File: src/rtl/uop_pkg.sv
package uop_pkg;

  localparam int CLS_W = 3;
  localparam int OP_W  = 4;

  typedef enum logic [CLS_W-1:0] {
    CLS_REG  = 3'd0,
    CLS_ALU  = 3'd1,
    CLS_MOVE = 3'd2,
    CLS_BIT  = 3'd3,
    CLS_EMUL = 3'd4,
    CLS_XCHG = 3'd5,
    CLS_FADD = 3'd6,
    CLS_MISC = 3'd7
  } ins_cls_e;

  typedef enum logic [OP_W-1:0] {
    OP_ALU   = 4'd0,
    OP_LOAD  = 4'd1,
    OP_STORE = 4'd2,
    OP_BITST = 4'd3,
    OP_MULLO = 4'd4,
    OP_MULHI = 4'd5,
    OP_XCHG1 = 4'd6,
    OP_XCHG2 = 4'd7,
    OP_XCHGM = 4'd8,
    OP_FP    = 4'd9,
    OP_MOV   = 4'd10,
    OP_BIT   = 4'd11
  } uop_op_e;

  // Memory-operand forms whose first step is a load into the temporary.
  function automatic logic is_mem_form(ins_cls_e c, logic m);
    return m && (c == CLS_ALU || c == CLS_MOVE || c == CLS_BIT || c == CLS_XCHG);
  endfunction

endpackage

File: src/rtl/uop_table.sv
module uop_table
  import uop_pkg::*;
#(
  parameter int REG_W    = 4,
  parameter int FP_STEPS = 4,
  parameter int TAG_W    = REG_W + 1,
  parameter int STEP_W   = $clog2(FP_STEPS)
) (
  input  ins_cls_e           cls,
  input  logic               mode,
  input  logic [REG_W-1:0]   rd,
  input  logic [REG_W-1:0]   rs,
  input  logic [STEP_W-1:0]  step,
  output uop_op_e            op,
  output logic [TAG_W-1:0]   src_a,
  output logic [TAG_W-1:0]   src_b,
  output logic [TAG_W-1:0]   dst,
  output logic               mem,
  output logic               wb,
  output logic               last,
  output logic               byp
);

  logic [TAG_W-1:0] t_rd, t_rs, t_rd1, t_tmp, t_none;
  logic             memf, second;
  logic [31:0]      len_m1;

  assign t_rd   = {1'b0, rd};
  assign t_rs   = {1'b0, rs};
  assign t_rd1  = {1'b0, rd + REG_W'(1)};
  assign t_tmp  = {1'b1, {REG_W{1'b0}}};
  assign t_none = '0;
  assign memf   = is_mem_form(cls, mode);
  assign second = (step != '0);

  // Sequence length minus one, per class and mode.
  always_comb begin
    if (cls == CLS_FADD)                            len_m1 = 32'(FP_STEPS - 1);
    else if (memf || cls == CLS_EMUL || cls == CLS_XCHG) len_m1 = 32'd1;
    else                                            len_m1 = 32'd0;
  end

  assign last = ({{(32-STEP_W){1'b0}}, step} == len_m1);
  assign byp  = memf && second;

  // Expansion table.
  always_comb begin
    op    = OP_ALU;
    src_a = t_rd;
    src_b = t_rs;
    dst   = t_rd;
    mem   = 1'b0;
    wb    = 1'b1;
    if (memf && !second) begin
      op    = OP_LOAD;
      src_a = (cls == CLS_BIT) ? t_rd : t_rs;
      src_b = t_none;
      dst   = t_tmp;
      mem   = 1'b1;
      wb    = 1'b0;
    end else begin
      unique case (cls)
        CLS_ALU: begin
          if (memf) src_b = t_tmp;
        end
        CLS_MOVE: begin
          if (memf) begin
            op = OP_STORE; src_b = t_tmp; dst = t_none; mem = 1'b1; wb = 1'b0;
          end else begin
            op = OP_MOV; src_a = t_rs; src_b = t_none;
          end
        end
        CLS_BIT: begin
          if (memf) begin
            op = OP_BITST; src_a = t_rs; src_b = t_tmp; dst = t_none;
            mem = 1'b1; wb = 1'b0;
          end else begin
            op = OP_BIT;
          end
        end
        CLS_EMUL: begin
          op  = second ? OP_MULHI : OP_MULLO;
          dst = second ? t_rd1 : t_rd;
        end
        CLS_XCHG: begin
          if (memf) begin
            op = OP_XCHGM; src_b = t_tmp; mem = 1'b1;
          end else begin
            op  = second ? OP_XCHG2 : OP_XCHG1;
            dst = second ? t_rs : t_rd;
          end
        end
        CLS_FADD: begin
          op = OP_FP;
          wb = last;
        end
        default: ;
      endcase
    end
  end

endmodule

File: src/rtl/uop_seq_ctrl.sv
module uop_seq_ctrl
  import uop_pkg::*;
#(
  parameter int REG_W  = 4,
  parameter int STEP_W = 2
) (
  input  logic               clk,
  input  logic               rst_n,
  input  logic               flush,
  input  logic               in_valid,
  output logic               in_ready,
  input  ins_cls_e           in_cls,
  input  logic               in_mode,
  input  logic [REG_W-1:0]   in_rd,
  input  logic [REG_W-1:0]   in_rs,
  input  logic               out_ready,
  output logic               out_valid,
  input  logic               tbl_last,
  input  logic               tbl_load,
  output ins_cls_e           sel_cls,
  output logic               sel_mode,
  output logic [REG_W-1:0]   sel_rd,
  output logic [REG_W-1:0]   sel_rs,
  output logic [STEP_W-1:0]  sel_step
);

  logic              busy_q, busy_d;
  logic              bub_q, bub_d;
  logic [STEP_W-1:0] step_q, step_d;
  ins_cls_e          cls_q;
  logic              mode_q;
  logic [REG_W-1:0]  rd_q, rs_q;
  logic              cap_en, fire;

  // Source select: live descriptor when idle, captured copy when busy.
  assign sel_cls  = busy_q ? cls_q  : in_cls;
  assign sel_mode = busy_q ? mode_q : in_mode;
  assign sel_rd   = busy_q ? rd_q   : in_rd;
  assign sel_rs   = busy_q ? rs_q   : in_rs;
  assign sel_step = busy_q ? step_q : '0;

  assign out_valid = !flush && (busy_q ? !bub_q : in_valid);
  assign in_ready  = !flush && !busy_q && out_ready;
  assign fire      = out_valid && out_ready;

  always_comb begin
    busy_d = busy_q;
    bub_d  = bub_q;
    step_d = step_q;
    cap_en = 1'b0;
    if (flush) begin
      busy_d = 1'b0;
      bub_d  = 1'b0;
      step_d = '0;
    end else if (busy_q && bub_q) begin
      bub_d = 1'b0;
    end else if (fire) begin
      if (tbl_last) begin
        busy_d = 1'b0;
        step_d = '0;
      end else begin
        busy_d = 1'b1;
        step_d = sel_step + STEP_W'(1);
        bub_d  = tbl_load;
        cap_en = !busy_q;
      end
    end
  end

  always_ff @(posedge clk or negedge rst_n) begin
    if (!rst_n) begin
      busy_q <= 1'b0;
      bub_q  <= 1'b0;
      step_q <= '0;
    end else begin
      busy_q <= busy_d;
      bub_q  <= bub_d;
      step_q <= step_d;
    end
  end

  always_ff @(posedge clk or negedge rst_n) begin
    if (!rst_n) begin
      cls_q  <= CLS_REG;
      mode_q <= 1'b0;
      rd_q   <= '0;
      rs_q   <= '0;
    end else if (cap_en) begin
      cls_q  <= in_cls;
      mode_q <= in_mode;
      rd_q   <= in_rd;
      rs_q   <= in_rs;
    end
  end

  assert_no_accept_busy_R10: assert property (@(posedge clk) disable iff (!rst_n)
    busy_q |-> !in_ready);

  assert_flush_idle_R12: assert property (@(posedge clk) disable iff (!rst_n)
    flush |=> (!busy_q && !bub_q));

  assert_load_bubble_R9: assert property (@(posedge clk) disable iff (!rst_n)
    (fire && tbl_load && !tbl_last && !flush) |=> !out_valid);

  assert_step_advance_R11: assert property (@(posedge clk) disable iff (!rst_n)
    (fire && !tbl_last && !flush) |=> (step_q == $past(sel_step) + STEP_W'(1)));

  assert_hold_stable_R13: assert property (@(posedge clk) disable iff (!rst_n)
    (busy_q && out_valid && !out_ready && !flush) |=> (flush || (out_valid && $stable(step_q))));

endmodule

File: src/rtl/uop_expander.sv
module uop_expander
  import uop_pkg::*;
#(
  parameter int REG_W    = 4,
  parameter int FP_STEPS = 4,
  parameter int TAG_W    = REG_W + 1,
  parameter int STEP_W   = $clog2(FP_STEPS)
) (
  input  logic              clk,
  input  logic              rst_n,
  input  logic              flush,
  input  logic              in_valid,
  output logic              in_ready,
  input  logic [2:0]        in_class,
  input  logic              in_mode,
  input  logic [REG_W-1:0]  in_rd,
  input  logic [REG_W-1:0]  in_rs,
  output logic              out_valid,
  input  logic              out_ready,
  output logic [3:0]        out_op,
  output logic [TAG_W-1:0]  out_src_a,
  output logic [TAG_W-1:0]  out_src_b,
  output logic [TAG_W-1:0]  out_dst,
  output logic              out_mem,
  output logic              out_wb,
  output logic              out_last,
  output logic [STEP_W-1:0] out_step,
  output logic              out_bypass
);

  ins_cls_e          sel_cls;
  logic              sel_mode;
  logic [REG_W-1:0]  sel_rd, sel_rs;
  logic [STEP_W-1:0] sel_step;
  uop_op_e           tbl_op;
  logic              tbl_last;

  uop_seq_ctrl #(.REG_W(REG_W), .STEP_W(STEP_W)) u_ctrl (
    .clk       (clk),
    .rst_n     (rst_n),
    .flush     (flush),
    .in_valid  (in_valid),
    .in_ready  (in_ready),
    .in_cls    (ins_cls_e'(in_class)),
    .in_mode   (in_mode),
    .in_rd     (in_rd),
    .in_rs     (in_rs),
    .out_ready (out_ready),
    .out_valid (out_valid),
    .tbl_last  (tbl_last),
    .tbl_load  (tbl_op == OP_LOAD),
    .sel_cls   (sel_cls),
    .sel_mode  (sel_mode),
    .sel_rd    (sel_rd),
    .sel_rs    (sel_rs),
    .sel_step  (sel_step)
  );

  uop_table #(.REG_W(REG_W), .FP_STEPS(FP_STEPS), .TAG_W(TAG_W), .STEP_W(STEP_W)) u_table (
    .cls   (sel_cls),
    .mode  (sel_mode),
    .rd    (sel_rd),
    .rs    (sel_rs),
    .step  (sel_step),
    .op    (tbl_op),
    .src_a (out_src_a),
    .src_b (out_src_b),
    .dst   (out_dst),
    .mem   (out_mem),
    .wb    (out_wb),
    .last  (tbl_last),
    .byp   (out_bypass)
  );

  assign out_op   = tbl_op;
  assign out_last = tbl_last;
  assign out_step = sel_step;

  assert_mulhi_next_reg_R5: assert property (@(posedge clk) disable iff (!rst_n)
    (out_valid && out_ready && !flush && out_op == 4'(OP_MULLO)) |=>
      (flush || (out_valid && out_op == 4'(OP_MULHI) &&
                 out_dst == {1'b0, $past(out_dst[REG_W-1:0]) + REG_W'(1)})));

  assert_fp_single_wb_R8: assert property (@(posedge clk) disable iff (!rst_n)
    (out_valid && out_op == 4'(OP_FP) && !out_last) |-> !out_wb);

  assert_flush_quiet_R12: assert property (@(posedge clk) disable iff (!rst_n)
    flush |-> (!out_valid && !in_ready));

endmodule

File: config.mk
export PLATFORM = sky130hd
export DESIGN_NAME = uop_expander
export DESIGN_NICKNAME = d
export VERILOG_FILES = /design/src/rtl/uop_pkg.sv /design/src/rtl/uop_table.sv /design/src/rtl/uop_seq_ctrl.sv /design/src/rtl/uop_expander.sv
export SDC_FILE = /design/constraint.sdc
export NUM_CORES = 1
export LEC_CHECK = 0
export ABC_AREA = 1
export BUFFER_PORTS_ARGS = -buffer_cell sky130_fd_sc_hd__buf_2
export CORE_MARGIN = 5
export CORE_UTILIZATION = 56
export DETAILED_ROUTE_END_ITERATION = 10
export HOLD_SLACK_MARGIN = 0.05
export PLACE_DENSITY = 0.95
export SYNTH_ARGS = -nofsm -noshare
export SYNTH_HDL_FRONTEND = slang
export SYNTH_SLANG_ARGS = --single-unit
File: constraint.sdc
create_clock -name clk -period 5.5 [get_ports clk]
set_clock_uncertainty 0.15 [all_clocks]
set_input_delay 1.1 -clock clk [delete_from_list [all_inputs] [get_ports clk]]
set_output_delay 1.1 -clock clk [all_outputs]
set_load 0.01 [all_outputs]
# ---- Word-level counts from Yosys, hierarchy flattened
# Index checks and enable logic that the tools add are counted.
dict set report word_totals {
  ff_bits 16
  inputBits 17
  wordCells 96
}
dict set report classes {
  addsub 2
  eq_ne 10
  mux 52
  n_reduce_logical 25
}
# cell n
set op_table {}
lappend op_table {{4-bit two-way mux} 12}
lappend op_table {{2-bit by 32-bit equality test with 1-bit output} 1}
lappend op_table {{32-bit two-way mux} 1}
lappend op_table {{5-bit two-way mux} 6}
lappend op_table {{1-bit two-way mux} 22}
lappend op_table {{4-bit one-hot mux with 5 select lines} 1}
lappend op_table {{5-bit one-hot mux with 2 select lines} 2}
lappend op_table {{5-bit one-hot mux with 3 select lines} 1}
lappend op_table {{2-bit two-way mux} 5}
lappend op_table {{3-bit equality test (second input constant)} 3}
lappend op_table {{1-bit logical AND} 8}
lappend op_table {{3-bit by 2-bit equality test with 1-bit output (second input constant)} 2}
lappend op_table {{3-bit OR reduction} 2}
lappend op_table {{1-bit logical OR} 5}
lappend op_table {{4-bit by 1-bit adder with 4-bit output (second input constant)} 1}
lappend op_table {{4-bit by 1-bit equality test with 1-bit output (second input constant)} 1}
lappend op_table {{1-bit logical NOT} 4}
lappend op_table {{2-bit AND reduction} 2}
lappend op_table {{2-bit nonzero test} 2}
lappend op_table {{3-bit by 1-bit equality test with 1-bit output (second input constant)} 1}
lappend op_table {{3-bit two-way mux} 1}
lappend op_table {{3-bit by 2-bit inequality test with 1-bit output (second input constant)} 1}
lappend op_table {{3-bit nonzero test} 1}
lappend op_table {{2-bit by 1-bit adder with 2-bit output (second input constant)} 1}
lappend op_table {{3 further kinds} 3}

# ---- Longest topological paths before layout
dict set report logic_depth {
  depth_word 15
  mapped_depth 14
  depth_no_buf 13
}

# ---- Modules after synthesis
# From an unflattened synthesis, not the netlist that was laid out.
dict set report hier_totals {
  cells_unflattened 300
  hier_area_um2 1742.9
}
# module n_inst cells_per_inst area_each_um2 seq_area_each_um2
set modules_own_cells {}
lappend modules_own_cells {uop_seq_ctrl 1 116 897.1 400.4}
lappend modules_own_cells {uop_table 1 178 823.3 0.0}
lappend modules_own_cells {uop_expander 1 6 22.5 0.0}

# ---- Worst setup path before layout
# Ideal clock, no wire load.
dict set report synth_path {
  kind {input to output}
  from {input port in_class[0]}
  to {output port out_src_a[1]}
  arrival_time_ns 2.063
  required_time_ns 4.250
  setup_slack_ns 2.187
  path_stages 10
  cell_sequence {inv_1 -> nand2_1 -> nand2_2 -> nand2_1 -> nand3_4 -> inv_1 -> nand2_1 -> inv_2 -> buf_2 -> o21ai_1}
}
dict set report synth_between {
  elab_chain_cells 9
  word_cells_on_any_way 15
  classes_between {eq/ne (4); mux (6); reduce/logical (5)}
}
# item line
set synth_rtl {}
lappend synth_rtl {{from (decl)} uop_expander.sv:14} ;# input logic [2:0] in_class,
lappend synth_rtl {{3-bit two-way mux *} uop_seq_ctrl.sv:36} ;# assign sel_cls = busy_q ? cls_q : in_cls;
lappend synth_rtl {{3-bit by 1-bit equality test with 1-bit output / 3-bit by 2-bit equality test with 1-bit output (equally long branches)} {uop_pkg.sv:34, uop_table.sv:62}}
lappend synth_rtl {{1-bit logical OR (3 in a row)} uop_pkg.sv:34} ;# return m && (c == CLS_ALU || c == CLS_MOVE || c == CLS_BIT || c == CLS_XCHG);
lappend synth_rtl {{1-bit logical AND} uop_pkg.sv:34}
lappend synth_rtl {{4-bit two-way mux, on equally long branches} {uop_table.sv:74, uop_table.sv:67}}
lappend synth_rtl {{5-bit one-hot mux with 2 select lines} uop_table.sv:62} ;# unique case (cls)
lappend synth_rtl {{5-bit two-way mux *} uop_table.sv:54} ;# if (memf && !second) begin
lappend synth_rtl {{to (decl)} uop_expander.sv:21} ;# output logic [TAG_W-1:0] out_src_a,
# Every way passes the cells marked *; elsewhere a longest branch is shown, timed or not.

# ---- Worst setup path in the final report
dict set report layout_path {
  from {register u_ctrl.busy_q}
  to {output port out_src_a[2]}
}
dict set report layout_between {
  elab_chain_cells 9
  word_cells_on_any_way 21
  classes_between {eq/ne (4); mux (10); reduce/logical (7)}
}
# item line
set layout_rtl {}
lappend layout_rtl {{from (decl)} uop_seq_ctrl.sv:27} ;# logic busy_q, busy_d;
lappend layout_rtl {{from (signal assigned)} uop_seq_ctrl.sv:76} ;# busy_q <= busy_d;
lappend layout_rtl {{3-bit two-way mux} uop_seq_ctrl.sv:36}
lappend layout_rtl {{3-bit by 1-bit equality test with 1-bit output / 3-bit by 2-bit equality test with 1-bit output (equally long branches)} {uop_pkg.sv:34, uop_table.sv:62}}
lappend layout_rtl {{1-bit logical OR (3 in a row)} uop_pkg.sv:34}
lappend layout_rtl {{1-bit logical AND} uop_pkg.sv:34}
lappend layout_rtl {{4-bit two-way mux, on equally long branches} {uop_table.sv:74, uop_table.sv:67}}
lappend layout_rtl {{5-bit one-hot mux with 2 select lines} uop_table.sv:62}
lappend layout_rtl {{5-bit two-way mux *} uop_table.sv:54}
# Marked as above.

==> impl_metrics.json <==
{
  "ys.flop_type": "dfrtp_1",
  "status": "completed",
  "fin_area_sq_um": 1750,
  "synth_area_leaders": "dfrtp_1 26%, nand2_1 25%, inv_1 6.6%",
  "placement_rows": 19,
  "p_sw_share_pct": 46.8,
  "p_per_area_nw_per_um2": 300,
  "dr_wl_met2_mm": 1.89,
  "dp_hpwl_mm": 2.95,
  "async_flop_share_pct": 100,
  "portBuffers": 42,
  "syn_nets": 269,
  "cts_resized": 0,
  "cp.required_ps": 4250,
  "worst-path-max-fanout": 25,
  "clock_power_share_pct": 11.6,
  "ir_worst_vdd_uv": 234,
  "globalplace.congestion": 0.897,
  "grt_pass1_wl_mm": 6.63,
  "highest_layer": "met4",
  "cts_buffers": 3,
  "cts.sinks": 16,
  "comb_power_share_pct": 53.2,
  "drt-met1-wl_mm": 1.70,
  "nets": 307,
  "grt_max_degree": 26,
  "layout_commonest_cell": "nand2_1",
  "synth_top_area_share_pct": 26.0,
  "drc": 0,
  "ff_latch_area_sq_um": 400,
  "grt_antenna_before_repair": 0,
  "synth_top_area_cell": "dfrtp_1",
  "vias_per_cell": 5.46,
  "drv_slew": 0,
  "p_switching_uw": 246,
  "post-place-ws_ps": 1790,
  "critPathSlowestCell": "dfrtp_1",
  "io_pins": 44,
  "final_layout_size_suffix_gt1_share_pct": 22.0,
  "mostFrequentLayoutCells": "101 x nand2_1, 42 x buf_2, 27 x inv_1",
  "fmax_ghz": 0.247,
  "critPathArrivalTime_ps": 2800,
  "postPlaceCellArea_sq_um": 1730,
  "r2r_start": "u_ctrl.busy_q",
  "setup_ws_ps": 1450,
  "crit_path_start_kind": "flip-flop",
  "grt_usage_pct": 19.8,
  "die-area_sq_um": 3900,
  "fillers": 268,
  "multiInputGateArea_sq_um": 960,
  "maxCapViolations": 0,
  "clk_pin_slew_ps": 90,
  "routedWlPerCell_microns": 12.4,
  "ys_warn_count": 0,
  "syn_avg_cell_area_sq_um": 6.17,
  "min_path_type": "reg -> reg",
  "die_h_microns": 62.5,
  "startpoint": "u_ctrl.busy_q",
  "vias": 1731,
  "p_int_uw": 280,
  "syn_inst": 250,
  "cts_tree": "done",
  "die_x_microns": 62.5,
  "fin_crit_sh_pct": 73.6,
  "slew_headroom_pct": 54.8,
  "worst_slew_pin_slew_ps": 678,
  "htree_levels": 1,
  "grt-ovfl-total": 0,
  "area_growth_pct": 13.6,
  "p_leak_nw": 1.06,
  "rsz0062_at_grt": "no",
  "synth.yosys.seq_area_share_pct": 26.0,
  "max_stage_delay_ps": 790,
  "syn_area_sq_um": 1540,
  "total_power_uw": 526,
  "root_buffer": "clkbuf_4",
  "first_pass_iters": 4,
  "whs_ps": 328,
  "core-area_sq_um": 2690,
  "setup_viol": 0,
  "fin_crit_ps": 4050,
  "place_inst": 314,
  "path_class": "reg -> out",
  "hp-start": "u_ctrl.rd_q[0]",
  "synth_edf_count": 0,
  "drt-initial-drc-count": 120,
  "grt_pass1_vias": 1578,
  "routed-wl-met3_microns": 289,
  "start_util_pct": 57.4,
  "crit_top_cell": "nand2_1",
  "cts_buffer_depth": 2,
  "cts_setup_buffers": 0,
  "num_antenna_cells": 0,
  "synth_seq_cells": 16,
  "r2r_slack_ps": 2800,
  "ys_types": 28,
  "utilization_pct": 65.2,
  "path_cells": "inv_2 > nand2_1 > nand2_2 > inv_4 > nand2_1 > nor2_1 > nand2_1 > o211ai_1 > o21ai_1 > buf_2",
  "hold_viol": 0,
  "drtAntennaViolNets": 0,
  "cts_hold_buf": 0,
  "finalNonFillerCells": 317,
  "fin_setup_tns_ps": 0,
  "routed_wl_mm": 3.94,
  "worst_setup_path_end_kind": "primary output",
  "insertion_delay_ps": 290,
  "pwr-share-seq_pct": 35.2
}
==> cells in the mapped netlist (3+ instances only) <==
cell / instances
o211ai_1: 5
nand2_1: 101
dfrtp_1: 16
buf_2: 5
nor2_1: 10
a21oi_1: 12
o21ai_0: 12
inv_1: 27
inv_2: 3
o21ai_1: 5
nand4_1: 13
nand3_1: 13
nand2_2: 7
==> worst max-delay path: cells and delay by family, from the launching register on <==
kind / cells / cell delay (ps)
flip-flops: 1 / 790
AO/OA/AOI/OAI: 2 / 200
AND/OR/NAND/NOR: 5 / 920
buffers and inverters: 3 / 610
==> power groups by stage <==
stage / registers (mW) / clock network, mW / logic, mW
6_report: 0.185 / 0.0610 / 0.280
5_1_grt: 0.190 / 0.0650 / 0.320
4_1_cts: 0.184 / 0.0612 / 0.280
3_5_place_dp: 0.186 / 0 / 0.279
3_3_place_gp: 0.185 / 0 / 0.269
2_1_floorplan: 0.178 / 0 / 0.210
==> cell type report <==
class | instances | area share [%]
clock buffer | 3 | 1.29
sequential | 16 | 22.9
inverter | 31 | 6.79
tap | 31 | 2.22
timing repair buffer | 42 | 12.0
multi-input combinational | 194 | 54.8
==> cell families after synthesis <==
group,Yosys count,share of synthesized area (%)
xor gates and xnor gates,1,1.06
other,1,0.243
and+or+nand+nor,153,46.0
buffers and inverters,40,11.8
AOI/OAI and AO/OA,37,13.3
adders and majority gates,2,1.62
DFF,16,26.0
==> final timing paths <==
kind                              endpoint  depth (start not counted)
max                           out_src_a[2]                         10
min                         u_ctrl.rd_q[0]                          2
max reg2reg                 u_ctrl.rd_q[1]                         13
min reg2reg                 u_ctrl.rd_q[0]                          2
max in group asynchronous  u_ctrl.cls_q[1]                          1
min in group asynchronous  u_ctrl.cls_q[0]                          1
==> flip-flops by register name, summed over array words and instances (netlist names) <==
name / flops
u_ctrl.rd_q: 4
u_ctrl.bub_q: 1
u_ctrl.cls_q: 3
u_ctrl.step_q: 2
u_ctrl.busy_q: 1
u_ctrl.mode_q: 1
u_ctrl.rs_q: 4
==> per-layer routing <==
metal,vias to the layer above,global-route usage (%)
met5,-,0
li1,878,-
met2,71,33.2
met1,775,24.8
met4,0,7.96
met3,7,3.60
Note: power is estimated with default switching activity, not from simulation.
